==> src/rtl/irqc_pkg.sv <==
package irqc_pkg;

  localparam int unsigned BUS_AW = 32;
  localparam int unsigned BUS_DW = 32;

  localparam logic [BUS_AW-1:0] STATUS_OFS = 32'h0000_0000;
  localparam logic [BUS_AW-1:0] MASK_OFS   = 32'h0000_0004;

  // Strobes from the access decoder to the register datapath
  typedef struct packed {
    logic rdEn;       // read strobe this cycle
    logic selStatus;  // address hits the status register
    logic selMask;    // address hits the mask register
    logic statusWr;   // acknowledge write to status
    logic maskWr;     // load of the mask
  } ctrlStrobes_t;

endpackage

==> src/rtl/irqc_ctrl.sv <==
module irqc_ctrl
  import irqc_pkg::*;
#(
  parameter int unsigned AW = BUS_AW
) (
  input  logic          busValid,
  input  logic          busWrite,
  input  logic [AW-1:0] busAddr,
  output ctrlStrobes_t  strb
);

  logic hitStatus;
  logic hitMask;

  // Full-width compare so that no alias of a register exists
  assign hitStatus = (busAddr == AW'(STATUS_OFS));
  assign hitMask   = (busAddr == AW'(MASK_OFS));

  always_comb begin
    strb           = '0;
    strb.rdEn      = busValid && !busWrite;
    strb.selStatus = hitStatus;
    strb.selMask   = hitMask;
    strb.statusWr  = busValid && busWrite && hitStatus;
    strb.maskWr    = busValid && busWrite && hitMask;
  end

endmodule

==> src/rtl/irqc_datapath.sv <==
module irqc_datapath
  import irqc_pkg::*;
#(
  parameter int unsigned NUM_IRQS = 11,
  parameter int unsigned DW       = BUS_DW
) (
  input  logic                clk,
  input  logic                rstN,
  input  logic [NUM_IRQS-1:0] irqReq,
  input  ctrlStrobes_t        strb,
  input  logic [DW-1:0]       wdata,
  output logic [DW-1:0]       rdata,
  output logic                cpuIrq,
  output logic                anyPending,
  output logic [DW-1:0]       statusQ,
  output logic [DW-1:0]       maskQ
);

  localparam logic [DW-1:0] KEEP = DW'((64'd1 << NUM_IRQS) - 64'd1);

  logic [DW-1:0] reqWide;
  logic [DW-1:0] statusD;
  logic [DW-1:0] maskD;

  assign reqWide = DW'(irqReq);

  // Acknowledge by AND, then OR in new requests so a same-edge request wins
  always_comb begin
    statusD = statusQ;
    if (strb.statusWr) statusD = statusQ & wdata;
    statusD = (statusD | reqWide) & KEEP;
  end

  always_comb begin
    maskD = maskQ;
    if (strb.maskWr) maskD = wdata & KEEP;
  end

  always_ff @(posedge clk or negedge rstN) begin
    if (!rstN) begin
      statusQ <= '0;
      maskQ   <= '0;
      cpuIrq  <= 1'b0;
    end else begin
      statusQ <= statusD;
      maskQ   <= maskD;
      cpuIrq  <= |(statusQ & maskQ);
    end
  end

  assign anyPending = |statusQ;

  always_comb begin
    rdata = '0;
    if (strb.rdEn) begin
      if (strb.selStatus)    rdata = statusQ;
      else if (strb.selMask) rdata = maskQ;
      else                   rdata = '1;
    end
  end

endmodule

==> src/rtl/irqc_top.sv <==
module irqc_top
  import irqc_pkg::*;
#(
  parameter int unsigned NUM_IRQS = 11
) (
  input  logic                clk,
  input  logic                rstN,
  input  logic [NUM_IRQS-1:0] irqReq,
  input  logic                busValid,
  input  logic                busWrite,
  input  logic [31:0]         busAddr,
  input  logic [31:0]         busWdata,
  output logic [31:0]         busRdata,
  output logic                cpuIrq,
  output logic                anyPending
);

  ctrlStrobes_t  strb;
  logic [31:0]   statusQ;
  logic [31:0]   maskQ;

  irqc_ctrl #(.AW(32)) u_ctrl (
    .busValid (busValid),
    .busWrite (busWrite),
    .busAddr  (busAddr),
    .strb     (strb)
  );

  irqc_datapath #(.NUM_IRQS(NUM_IRQS), .DW(32)) u_dp (
    .clk        (clk),
    .rstN       (rstN),
    .irqReq     (irqReq),
    .strb       (strb),
    .wdata      (busWdata),
    .rdata      (busRdata),
    .cpuIrq     (cpuIrq),
    .anyPending (anyPending),
    .statusQ    (statusQ),
    .maskQ      (maskQ)
  );

endmodule

==> config.mk <==
export PLATFORM = sky130hd
export DESIGN_NAME = irqc_top
export DESIGN_NICKNAME = d
export VERILOG_FILES = /design/src/rtl/irqc_pkg.sv /design/src/rtl/irqc_ctrl.sv /design/src/rtl/irqc_datapath.sv /design/src/rtl/irqc_top.sv
export SDC_FILE = /design/constraint.sdc
export NUM_CORES = 1
export LEC_CHECK = 0
export BUFFER_PORTS_ARGS = -buffer_cell sky130_fd_sc_hd__buf_4
export CORE_UTILIZATION = 41
export CTS_CLUSTER_DIAMETER = 150
export CTS_CLUSTER_SIZE = 25
export DETAILED_ROUTE_END_ITERATION = 12
export PLACE_DENSITY_LB_ADDON = 0.15
export SYNTH_ARGS = -nofsm -noshare
export SYNTH_HDL_FRONTEND = slang
export SYNTH_SLANG_ARGS = --single-unit
==> constraint.sdc <==
create_clock -name clk -period 5.28 [get_ports clk]
set_clock_uncertainty 0.15 [all_clocks]
set_input_delay 0.792 -clock clk [delete_from_list [all_inputs] [get_ports clk]]
set_output_delay 0.792 -clock clk [all_outputs]
set_load 0.05 [all_outputs]
==> results of run 1 <==
==> where the power goes <==
part,total (mW),leakage (nW),internal (mW),switching [mW]
Sequential,0.176,0.264,0.176,0.000000000410
Combinational,0.121,0.687,0.0493,0.0715
Clock,0.0806,0.0177,0.0284,0.0522
==> per-stage QoR <==
step / cells / power [mW] / cell area [sq um] / util [%]
after detailed placement: 255 / 0.301 / 2010 / 59.8
after CTS: 259 / 0.382 / 2040 / 60.6
after floorplan: 144 / 0.254 / 1440 / -
final: 259 / 0.378 / 2040 / 60.6
after global placement: 255 / 0.299 / 2010 / 59.8
after global routing: 259 / 0.398 / 2040 / 60.6
==> kinds of logic (layout without fill, tap and decap cells) <==
kind of cell	after synthesis	count (layout)	synth area share, %
compound gates	27	27	12.5
buf+inv	29	98	13.1
flops	23	23	40.0
mux	22	22	16.2
simple gates	43	43	18.2
==> how the worst min path moves through the flow <==
stage | startpoint | to
6_report | rstN | u_dp.statusQ[8]$_DFF_PN0_
5_1_grt | rstN | u_dp.cpuIrq$_DFF_PN0_
4_1_cts | rstN | u_dp.statusQ[8]$_DFF_PN0_
3_5_place_dp | u_dp.maskQ[1]$_DFFE_PN0P_ | u_dp.maskQ[1]$_DFFE_PN0P_
3_3_place_gp | u_dp.maskQ[2]$_DFFE_PN0P_ | u_dp.maskQ[2]$_DFFE_PN0P_
2_1_floorplan | u_dp.maskQ[10]$_DFFE_PN0P_ | u_dp.cpuIrq$_DFF_PN0_
==> final cells by class <==
cell class	count	area (sq um)	share of cell area, %
Clock buffer	3	22.5	1.10
Sequential cell	23	576	28.2
Clock inverter	1	5.00	0.246
Timing Repair Buffer	93	698	34.3
Multi-Input combinational cell	92	676	33.1
Tap cell	46	57.6	2.82
Inverter	1	3.75	0.184
==> worst register-to-register path: cells and delay by family (launching register included) <==
kind | cells | cell delay [ns]
flops | 1 | 0.44
simple gates | 2 | 0.27
compound gates | 2 | 0.45
==> layout by cell type (no fill, tap or decap), drive strengths merged, types with 2 or more instances in the layout <==
cell,synthesis,routed
nor3,2,2
nand2b,12,12
nand4,2,2
or3,11,11
mux2i,11,11
nor2,2,2
o31ai,11,11
clkbuf,6,3
mux2,11,11
buf,22,93
a21oi,11,11
dfrtp,23,23
nor4,10,10
a22oi,2,2
nand2,2,2
==> state kept, by name, indices dropped and copies added (netlist names) <==
| signal | flops |
|---|---|
| u_dp.statusQ | 11 |
| u_dp.maskQ | 11 |
| u_dp.cpuIrq | 1 |
==> per-layer routing <==
metal | wire (um) | global-route usage (%) | vias to the layer above
met5 | 0 | 0 | -
met4 | 59 | 8.44 | 0
met3 | 221 | 4.83 | 6
met2 | 2050 | 40.8 | 56
met1 | 1530 | 27.3 | 634
li1 | - | - | 654
==> flow_metrics.py, run 1 <==
metrics = {
    "critical_path": {
        "r2r-end": "u_dp.cpuIrq$_DFF_PN0_",
        "worstSetupEndpointType": "primary output",
        "startpoint": "busAddr[7]",
        "worstSetupPathType": "in -> out",
        "cp-start-kind": "input pin",
        "critPathMaxStageDelay_ns": 0.83,
        "cp_slowest_cell": "nor2_1",
        "r2r_start": "u_dp.statusQ[3]$_DFF_PN0_",
        "r2r_slack_ns": 3.86,
        "cpLargestDelayFamily": "simple AND/OR/NAND/NOR gates",
        "reg2reg_depth": 4,
        "worstPathCellList": "buf_4 > nor4_1 > nand4_1 > nor2_1 > nor2_1 > buf_4",
        "path_depth": 6,
        "required_ns": 4.34,
        "endpoint": "busRdata[25]",
        "worst-path-max-fanout": 21,
        "arrival_ns": 2.74,
        "critical_path_buf_inv_count": 2,
    },
    "job": {
        "maxCapViolCount": 0,
    },
    "yosys": {
        "yosys.area.top_type": "dfrtp_1",
        "yosysSeqAreaShare_pct": 40.0,
        "synth.distinct_cells": 23,
        "yosysTopAreaCellShare_pct": 40.0,
        "synthCells": 144,
        "ys_ff_latch": 23,
        "synth.top_cells.by_area": "dfrtp_1, buf_4, mux2_2",
        "synthArstFlopShare_pct": 100,
        "ys_top_cells_by_count": "dfrtp_1, buf_4, nand2b_1",
        "yosys_warnings": 0,
        "syn_avg_cell_area_sq_um": 10.0,
        "syn-num-nets": 223,
        "synth_edf_count": 0,
        "ys.flop_type": "dfrtp_1",
        "synth_most_common_cell": "dfrtp_1",
        "syn_area_sq_mm": 0.00144,
    },
    "sta": {
        "maxSlewHeadroom_pct": 28.7,
        "finalHoldViolCount": 0,
        "worst_pin_slew_ns": 1.07,
        "fin_crit_sh_pct": 69.8,
        "worst_hold_slack_ns": 0.193,
        "period_minus_slack_ns": 3.68,
        "finalSetupViolations": 0,
        "rsz0062_at_grt": "false",
        "slew_viol_final": 0,
        "tns_ns": 0,
        "max_clock_freq_ghz": 0.271,
        "setup_ws_ns": 1.60,
    },
    "placed_design": {
        "dp_slack_ns": 1.57,
        "io_buffers": 91,
        "gp_congestion": 0.805,
        "hpwl_mm": 2.95,
    },
    "clock_tree": {
        "clkTransAtPathRegs_ns": 0.12,
        "clock_path_buffers": 2,
        "ctsHoldBuffers": 0,
        "htree_levels": 1,
        "cts-root-buf": "clkbuf_4",
        "postCtsSetupBuffers": 0,
        "clock_latency_ns": 0.32,
        "cts_tree": "built",
        "cts-resized-gates": 0,
        "cts_sinks": 23,
        "cts_buffers": 3,
    },
    "power_and_ir_drop": {
        "p_leak_nw": 0.969,
        "peakVddDrop_v": 0.000145,
        "powerDensity_mw_per_mm2": 185,
    },
    "finish": {
        "drive_gt1_share_pct": 51.2,
        "fill_cells": 306,
        "synthToLayoutAreaGrowth_pct": 41.5,
        "num-nets-final": 293,
        "n_antenna_cell": 0,
    },
    "floorplanning": {
        "die_h_um": 61.3,
        "rows": 21,
        "die_w_um": 61.3,
        "ios": 113,
        "dieArea_sq_mm": 0.00375,
        "initial_core_util_pct": 42.8,
        "core_area_sq_mm": 0.00336,
    },
    "routing": {
        "drtPass1Iterations": 4,
        "vias_per_cell": 5.21,
        "drt_wl_total_mm": 3.86,
        "routedWlPerCell_um": 14.9,
        "post-route-drc-count": 0,
        "drt_iter0_markers": 33,
        "num_vias": 1350,
        "ant_nets": 0,
    },
    "min_path": {
        "hp-class": "in -> async",
    },
    "outcome": {
        "status": "finished clean",
    },
    "global_routing": {
        "antenna_found_initial": 0,
        "grt_remaining_overflow": 0,
        "grt_use_total_pct": 23.0,
        "grt_max_degree": 24,
        "grt_pass1_vias": 1268,
        "grt_pass1_wl_mm": 6.14,
    },
}
(Power assumes the default switching activity.)
==> inputs of run 2 (changes only) <==
- ABC_AREA: unset -> 1
- CORE_UTILIZATION: 41 -> 38
- clock period: 5.28 -> 3.25 ns (I/O delays scaled with it)
==> run 2 against run 1 <==
Net effect:
- sequential share of layout area decreased by 2.9 points
- setup slack got worse by 0.97 ns
- non-clock buffer count increased by 2
- first-iteration DRC count decreased by 3.0%
- hold slack improved by 0.061 ns
- core utilization decreased by 5.3 points
- clock-buffer cell count increased by 1
- critical endpoint is now busRdata[19]
==> flow_metrics.py, run 2 <==
metrics = {
    "finish": {
        "reg_top3": "u_dp.maskQ: 11 flops, u_dp.statusQ: 11 flops, u_dp.cpuIrq: 1 flops",
        "drive_gt1_share_pct": 40.6,
        "final_common_cell": "buf_4",
        "num-nets-final": 393,
        "final_cell_mix": "buf_4, nand2_1, nor2_1, inv_1, dfrtp_1",
        "synthToLayoutAreaGrowth_pct": 36.7,
        "n_antenna_cell": 0,
    },
    "routing": {
        "ant_nets": 0,
        "num_vias": 1583,
        "vias_per_cell": 4.36,
        "drt_wl_total_mm": 3.69,
        "drt_iter0_markers": 32,
        "routedWlPerCell_um": 10.2,
        "post-route-drc-count": 0,
        "drtPass1Iterations": 4,
    },
    "sta": {
        "finalSetupViolations": 0,
        "fin_crit_sh_pct": 80.8,
        "slew_viol_final": 0,
        "max_clock_freq_ghz": 0.381,
        "setup_ws_ns": 0.625,
        "rsz0062_at_grt": "false",
        "finalHoldViolCount": 0,
        "period_minus_slack_ns": 2.62,
        "worst_pin_slew_ns": 0.646,
        "tns_ns": 0,
        "maxSlewHeadroom_pct": 56.9,
    },
    "critical_path": {
        "critPathMaxStageDelay_ns": 0.51,
        "required_ns": 2.61,
        "r2r_slack_ns": 2.02,
        "cp-start-kind": "input pin",
        "worstPathCellList": "buf_4 > nor2_1 > nand2_1 > nor2_2 > nand2_2 > nor2_4 > inv_2 > nand2_1 > nor2_2 > buf_4",
        "worst-path-max-fanout": 21,
        "reg2reg_depth": 4,
        "r2r-end": "u_dp.cpuIrq$_DFF_PN0_",
        "r2r_start": "u_dp.statusQ[7]$_DFF_PN0_",
        "arrival_ns": 1.99,
        "worstSetupPathType": "in -> out",
        "cp_slowest_cell": "nor2_2",
        "worstSetupEndpointType": "primary output",
    },
    "floorplanning": {
        "die_h_um": 68.2,
        "die_w_um": 68.2,
        "dieArea_sq_mm": 0.00465,
        "core_area_sq_mm": 0.00412,
        "ios": 113,
        "rows": 23,
        "initial_core_util_pct": 40.5,
    },
    "yosys": {
        "yosys.area.top_type": "dfrtp_1",
        "ys.flop_type": "dfrtp_1",
        "syn_area_sq_mm": 0.00167,
        "syn_avg_cell_area_sq_um": 6.91,
        "yosysTopAreaCellShare_pct": 34.6,
        "synth_edf_count": 0,
        "yosys_warnings": 0,
        "synthArstFlopShare_pct": 100,
        "synth.top_cells.by_area": "dfrtp_1, nand2_1, nor2_1",
        "synth_most_common_cell": "nand2_1",
        "synth.distinct_cells": 21,
        "yosysSeqAreaShare_pct": 34.6,
        "synthCells": 241,
        "ys_ff_latch": 23,
        "ys_top_cells_by_count": "nand2_1, nor2_1, inv_1",
        "syn-num-nets": 320,
    },
    "global_routing": {
        "grt_pass1_vias": 1473,
        "grt_max_degree": 24,
        "grt_use_total_pct": 17.5,
        "grt_pass1_wl_mm": 6.18,
        "antenna_found_initial": 0,
        "grt_remaining_overflow": 0,
    },
    "min_path": {
        "holdCritStartpoint": "irqReq[6]",
        "hp-class": "in -> reg",
        "min_to": "u_dp.statusQ[6]$_DFF_PN0_",
        "hold_depth": 3,
    },
    "clock_tree": {
        "cts_sinks": 23,
        "clock_latency_ns": 0.26,
        "htree_levels": 1,
        "cts_buffers": 3,
        "cts-root-buf": "clkbuf_8",
        "ctsHoldBuffers": 1,
        "cts-resized-gates": 0,
        "cts_tree": "built",
        "clock_path_buffers": 2,
        "clkTransAtPathRegs_ns": 0.08,
        "postCtsSetupBuffers": 0,
    },
    "placed_design": {
        "io_buffers": 91,
        "gp_congestion": 0.779,
        "dp_slack_ns": 0.588,
        "hpwl_mm": 2.83,
    },
    "power_and_ir_drop": {
        "peakVddDrop_v": 0.000170,
        "powerDensity_mw_per_mm2": 289,
        "p_leak_nw": 1.35,
    },
    "job": {
        "maxCapViolCount": 0,
    },
    "outcome": {
        "status": "finished clean",
    },
}
-- run 2: logic make-up after synthesis --
logic type	share of synthesized area [%]
buf+inv	21.3
simple gates	36.5
flops	34.6
compound gates	7.66
-- run 2: per-stage QoR --
stage | cells | utilization, % | hold WS, ns | total power, mW | area (sq um)
global route | 363 | 55.3 | 0.253 | 0.694 | 2280
detailed placement | 358 | 54.0 | 0.253 | 0.490 | 2220
floorplan | 241 | - | 0.0419 | 0.414 | 1670
finish | 363 | 55.3 | 0.254 | 0.658 | 2280
global placement | 358 | 54.0 | 0.250 | 0.489 | 2220
CTS | 363 | 55.3 | 0.250 | 0.669 | 2280
-- run 2: power breakdown --
group	internal [mW]	switching (mW)	leakage, nW
clock network	0.0873	0.0877	0.0228
logic	0.0781	0.120	1.06
registers	0.286	0.000000000790	0.264
-- run 2: area by class of cell --
class | count | area [sq um]
fillers | 430 | 1840
multi-input cells | 154 | 738
repair buffers | 95 | 716
flip-flops and latches | 23 | 576
inverters | 37 | 139
well taps | 50 | 62.6
clock buffers | 4 | 45.0
-- run 2: per-layer routing --
metal / GRT usage [%] / wire (um)
met1: 21.8 / 1600
met5: 0 / 0
met2: 31.1 / 1720
met3: 3.17 / 351
met4: 3.91 / 12
-- run 2: how the worst max path moves through the flow --
stage	from	endpoint	slack, ns
floorplan	busAddr[31]	busRdata[12]	0.46
CTS	busAddr[31]	busRdata[19]	0.59
global placement	busAddr[31]	busRdata[29]	0.63
detailed placement	busAddr[31]	busRdata[19]	0.59
global route	busAddr[21]	busRdata[17]	0.41
finish	busAddr[31]	busRdata[19]	0.63
-- run 2: critical path: cells and delay by family --
kind	cells	cell delay (ns)
buf+inv	3	0.59
simple gates	7	0.92
==> inputs of run 3 (changes only) <==
- clock period: 3.25 -> 2.3 ns (I/O delays scaled with it)
==> run 3 against run 2 <==
Net effect:
- cell count up 0.28%
- first-iteration DRC count grew 78%
- combinational power grew 43%
- global-route usage fell by 0.30 points
- core utilization increased by 0.64 points
- critical path depth increased by 1
- wire length is 4.2% higher
- setup slack got worse by 0.40 ns
- register-to-register slack lost 0.90 ns
- hold slack got worse by 0.15 ns
- critical endpoint is now busRdata[5]
==> flow_metrics.py, run 3 (synthesis gave the netlist of run 2 again) <==
metrics = {
    "critical_path": {
        "critPathMaxStageDelay_ns": 0.18,
        "critical_path_buf_inv_count": 4,
        "cp_slowest_cell": "buf_4",
        "worstSetupEndpointType": "primary output",
        "worstPathCellList": "buf_4 > nor2_1 > nand2_1 > nor2_1 > nand2_1 > nor2_4 > inv_2 > buf_4 > nor2_1 > nor2_1 > buf_4",
        "arrival_ns": 1.58,
        "required_ns": 1.80,
        "cp-start-kind": "input pin",
        "path_common_cell": "nor2_1",
        "worst-path-max-fanout": 7,
        "cpLargestDelayFamily": "simple AND/OR/NAND/NOR gates",
        "worstSetupPathType": "in -> out",
    },
    "global_routing": {
        "grt_use_total_pct": 17.2,
        "grt_max_degree": 24,
        "antenna_found_initial": 0,
        "grt_pass1_vias": 1390,
        "grt_remaining_overflow": 0,
        "grt_pass1_wl_mm": 5.95,
    },
    "finish": {
        "fin_area_sq_mm": 0.00230,
        "final_cell_count_no_fill": 364,
        "reg_top3": "u_dp.maskQ: 11 flops, u_dp.statusQ: 11 flops, u_dp.cpuIrq: 1 flops",
        "final_common_cell": "buf_4",
        "num-nets-final": 394,
        "drive_gt1_share_pct": 41.1,
        "synthToLayoutAreaGrowth_pct": 38.2,
        "final_cell_mix": "buf_4, nand2_1, nor2_1, inv_1, dfrtp_1",
        "n_antenna_cell": 0,
    },
    "clock_tree": {
        "htree_levels": 1,
        "clkTransAtPathRegs_ns": 0.08,
        "clock_path_buffers": 2,
        "postCtsSetupBuffers": 0,
        "cts_tree": "built",
        "cts_buffers": 3,
        "cts_sinks": 23,
        "clock_latency_ns": 0.26,
        "cts-root-buf": "clkbuf_8",
    },
    "placed_design": {
        "io_buffers": 91,
        "dpl_cell_area_sq_mm": 0.00225,
        "gp_congestion": 0.772,
        "dp_cells": 359,
        "hpwl_mm": 2.95,
    },
    "sta": {
        "rsz0062_at_grt": "false",
        "period_minus_slack_ns": 2.08,
        "finalSetupViolations": 0,
        "slew_viol_final": 0,
        "worst_pin_slew_ns": 0.379,
        "finalHoldViolCount": 0,
        "fin_crit_sh_pct": 90.2,
        "tns_ns": 0,
        "maxSlewHeadroom_pct": 74.7,
        "max_clock_freq_ghz": 0.482,
    },
    "routing": {
        "vias_per_cell": 4.42,
        "drtPass1Iterations": 4,
        "drt_wl_total_mm": 3.84,
        "drt_iter0_markers": 57,
        "post-route-drc-count": 0,
        "routedWlPerCell_um": 10.6,
        "ant_nets": 0,
        "num_vias": 1610,
    },
    "power_and_ir_drop": {
        "powerDensity_mw_per_mm2": 407,
        "clockPowerShare_pct": 26.7,
        "intPower_mw": 0.637,
        "switching_power_mw": 0.300,
        "p_leak_nw": 1.36,
        "power_frac_seq_pct": 43.1,
        "combPwrFrac_pct": 30.2,
        "p_sw_share_pct": 32.0,
        "peakVddDrop_v": 0.000234,
    },
    "job": {
        "maxCapViolCount": 0,
    },
    "floorplanning": {
        "rows": 23,
        "die_h_um": 68.2,
        "core_area_sq_mm": 0.00412,
        "initial_core_util_pct": 40.5,
        "ios": 113,
        "dieArea_sq_mm": 0.00465,
        "die_w_um": 68.2,
    },
    "min_path": {
        "hp-class": "in -> reg",
    },
    "outcome": {
        "status": "finished clean",
    },
}
## run 3: cell types whose count changed in the layout (fill, tap and decap cells not counted), sizes merged
cell and change:
clkbuf -1, buf +1, clkinv +1
## run 3: through the flow
| stage | hold slack, ns | worst slack, ns | utilization (%) | power [mW] |
|---|---|---|---|---|
| after global placement | 0.111 | 0.235 | 54.6 | 0.693 |
| after floorplan | -0.101 | 0.122 | - | 0.585 |
| after global routing | 0.111 | 0.0546 | 55.9 | 0.987 |
| after detailed placement | 0.110 | 0.213 | 54.6 | 0.695 |
| after CTS | 0.101 | 0.210 | 55.9 | 0.950 |
| final | 0.106 | 0.225 | 55.9 | 0.937 |
## run 3: final cells by class
class | instances | area, sq um
Fill cell | 406 | 1810
Multi-Input combinational cell | 154 | 743
Timing Repair Buffer | 96 | 736
Sequential cell | 23 | 576
Inverter | 37 | 139
Tap cell | 50 | 62.6
Clock buffer | 3 | 41.3
Clock inverter | 1 | 5.00
## run 3: worst paths after layout
check                      cells past startpoint                       from                         to  slack [ns]
max reg2reg                                    4  u_dp.statusQ[7]$_DFF_PN0_      u_dp.cpuIrq$_DFF_PN0_        1.12
min reg2reg                                    2  u_dp.maskQ[1]$_DFFE_PN0P_  u_dp.maskQ[1]$_DFFE_PN0P_        0.37
max                                           11                busAddr[15]                busRdata[5]        0.22
min in group asynchronous                      2                       rstN  u_dp.statusQ[1]$_DFF_PN0_        0.36
max in group asynchronous                      2                       rstN  u_dp.statusQ[7]$_DFF_PN0_        1.41
min                                            3                  irqReq[7]  u_dp.statusQ[7]$_DFF_PN0_        0.11
## run 3: power by group through the flow
stage                     Clock, mW  Sequential (mW)  Combinational, mW
after detailed placement          0            0.412              0.283
final                         0.250            0.404              0.283
after CTS                     0.261            0.404              0.285
after global routing          0.279            0.404              0.303
after global placement            0            0.412              0.281
after floorplan                   0            0.412              0.173
## run 3: what timing repair did
action,CTS,global route
gates resized for setup,0,0
hold buffers,1,0
setup endpoints to repair,0,0
hold endpoints to repair,23,0
## run 3: worst reg2reg max path: cells and delay by family, from the launching register on
kind               cells  cell delay (ns)
DFF                    1             0.42
AOI/OAI and AO/OA      1             0.24
and+or+nand+nor        3             0.24
## run 3: layer usage
layer | GRT usage [%] | vias up | wire, um
met5 | 0 | - | 0
met4 | 5.47 | 0 | 27
met3 | 2.50 | 2 | 325
met2 | 30.5 | 68 | 1760
met1 | 21.2 | 696 | 1730
li1 | - | 844 | -
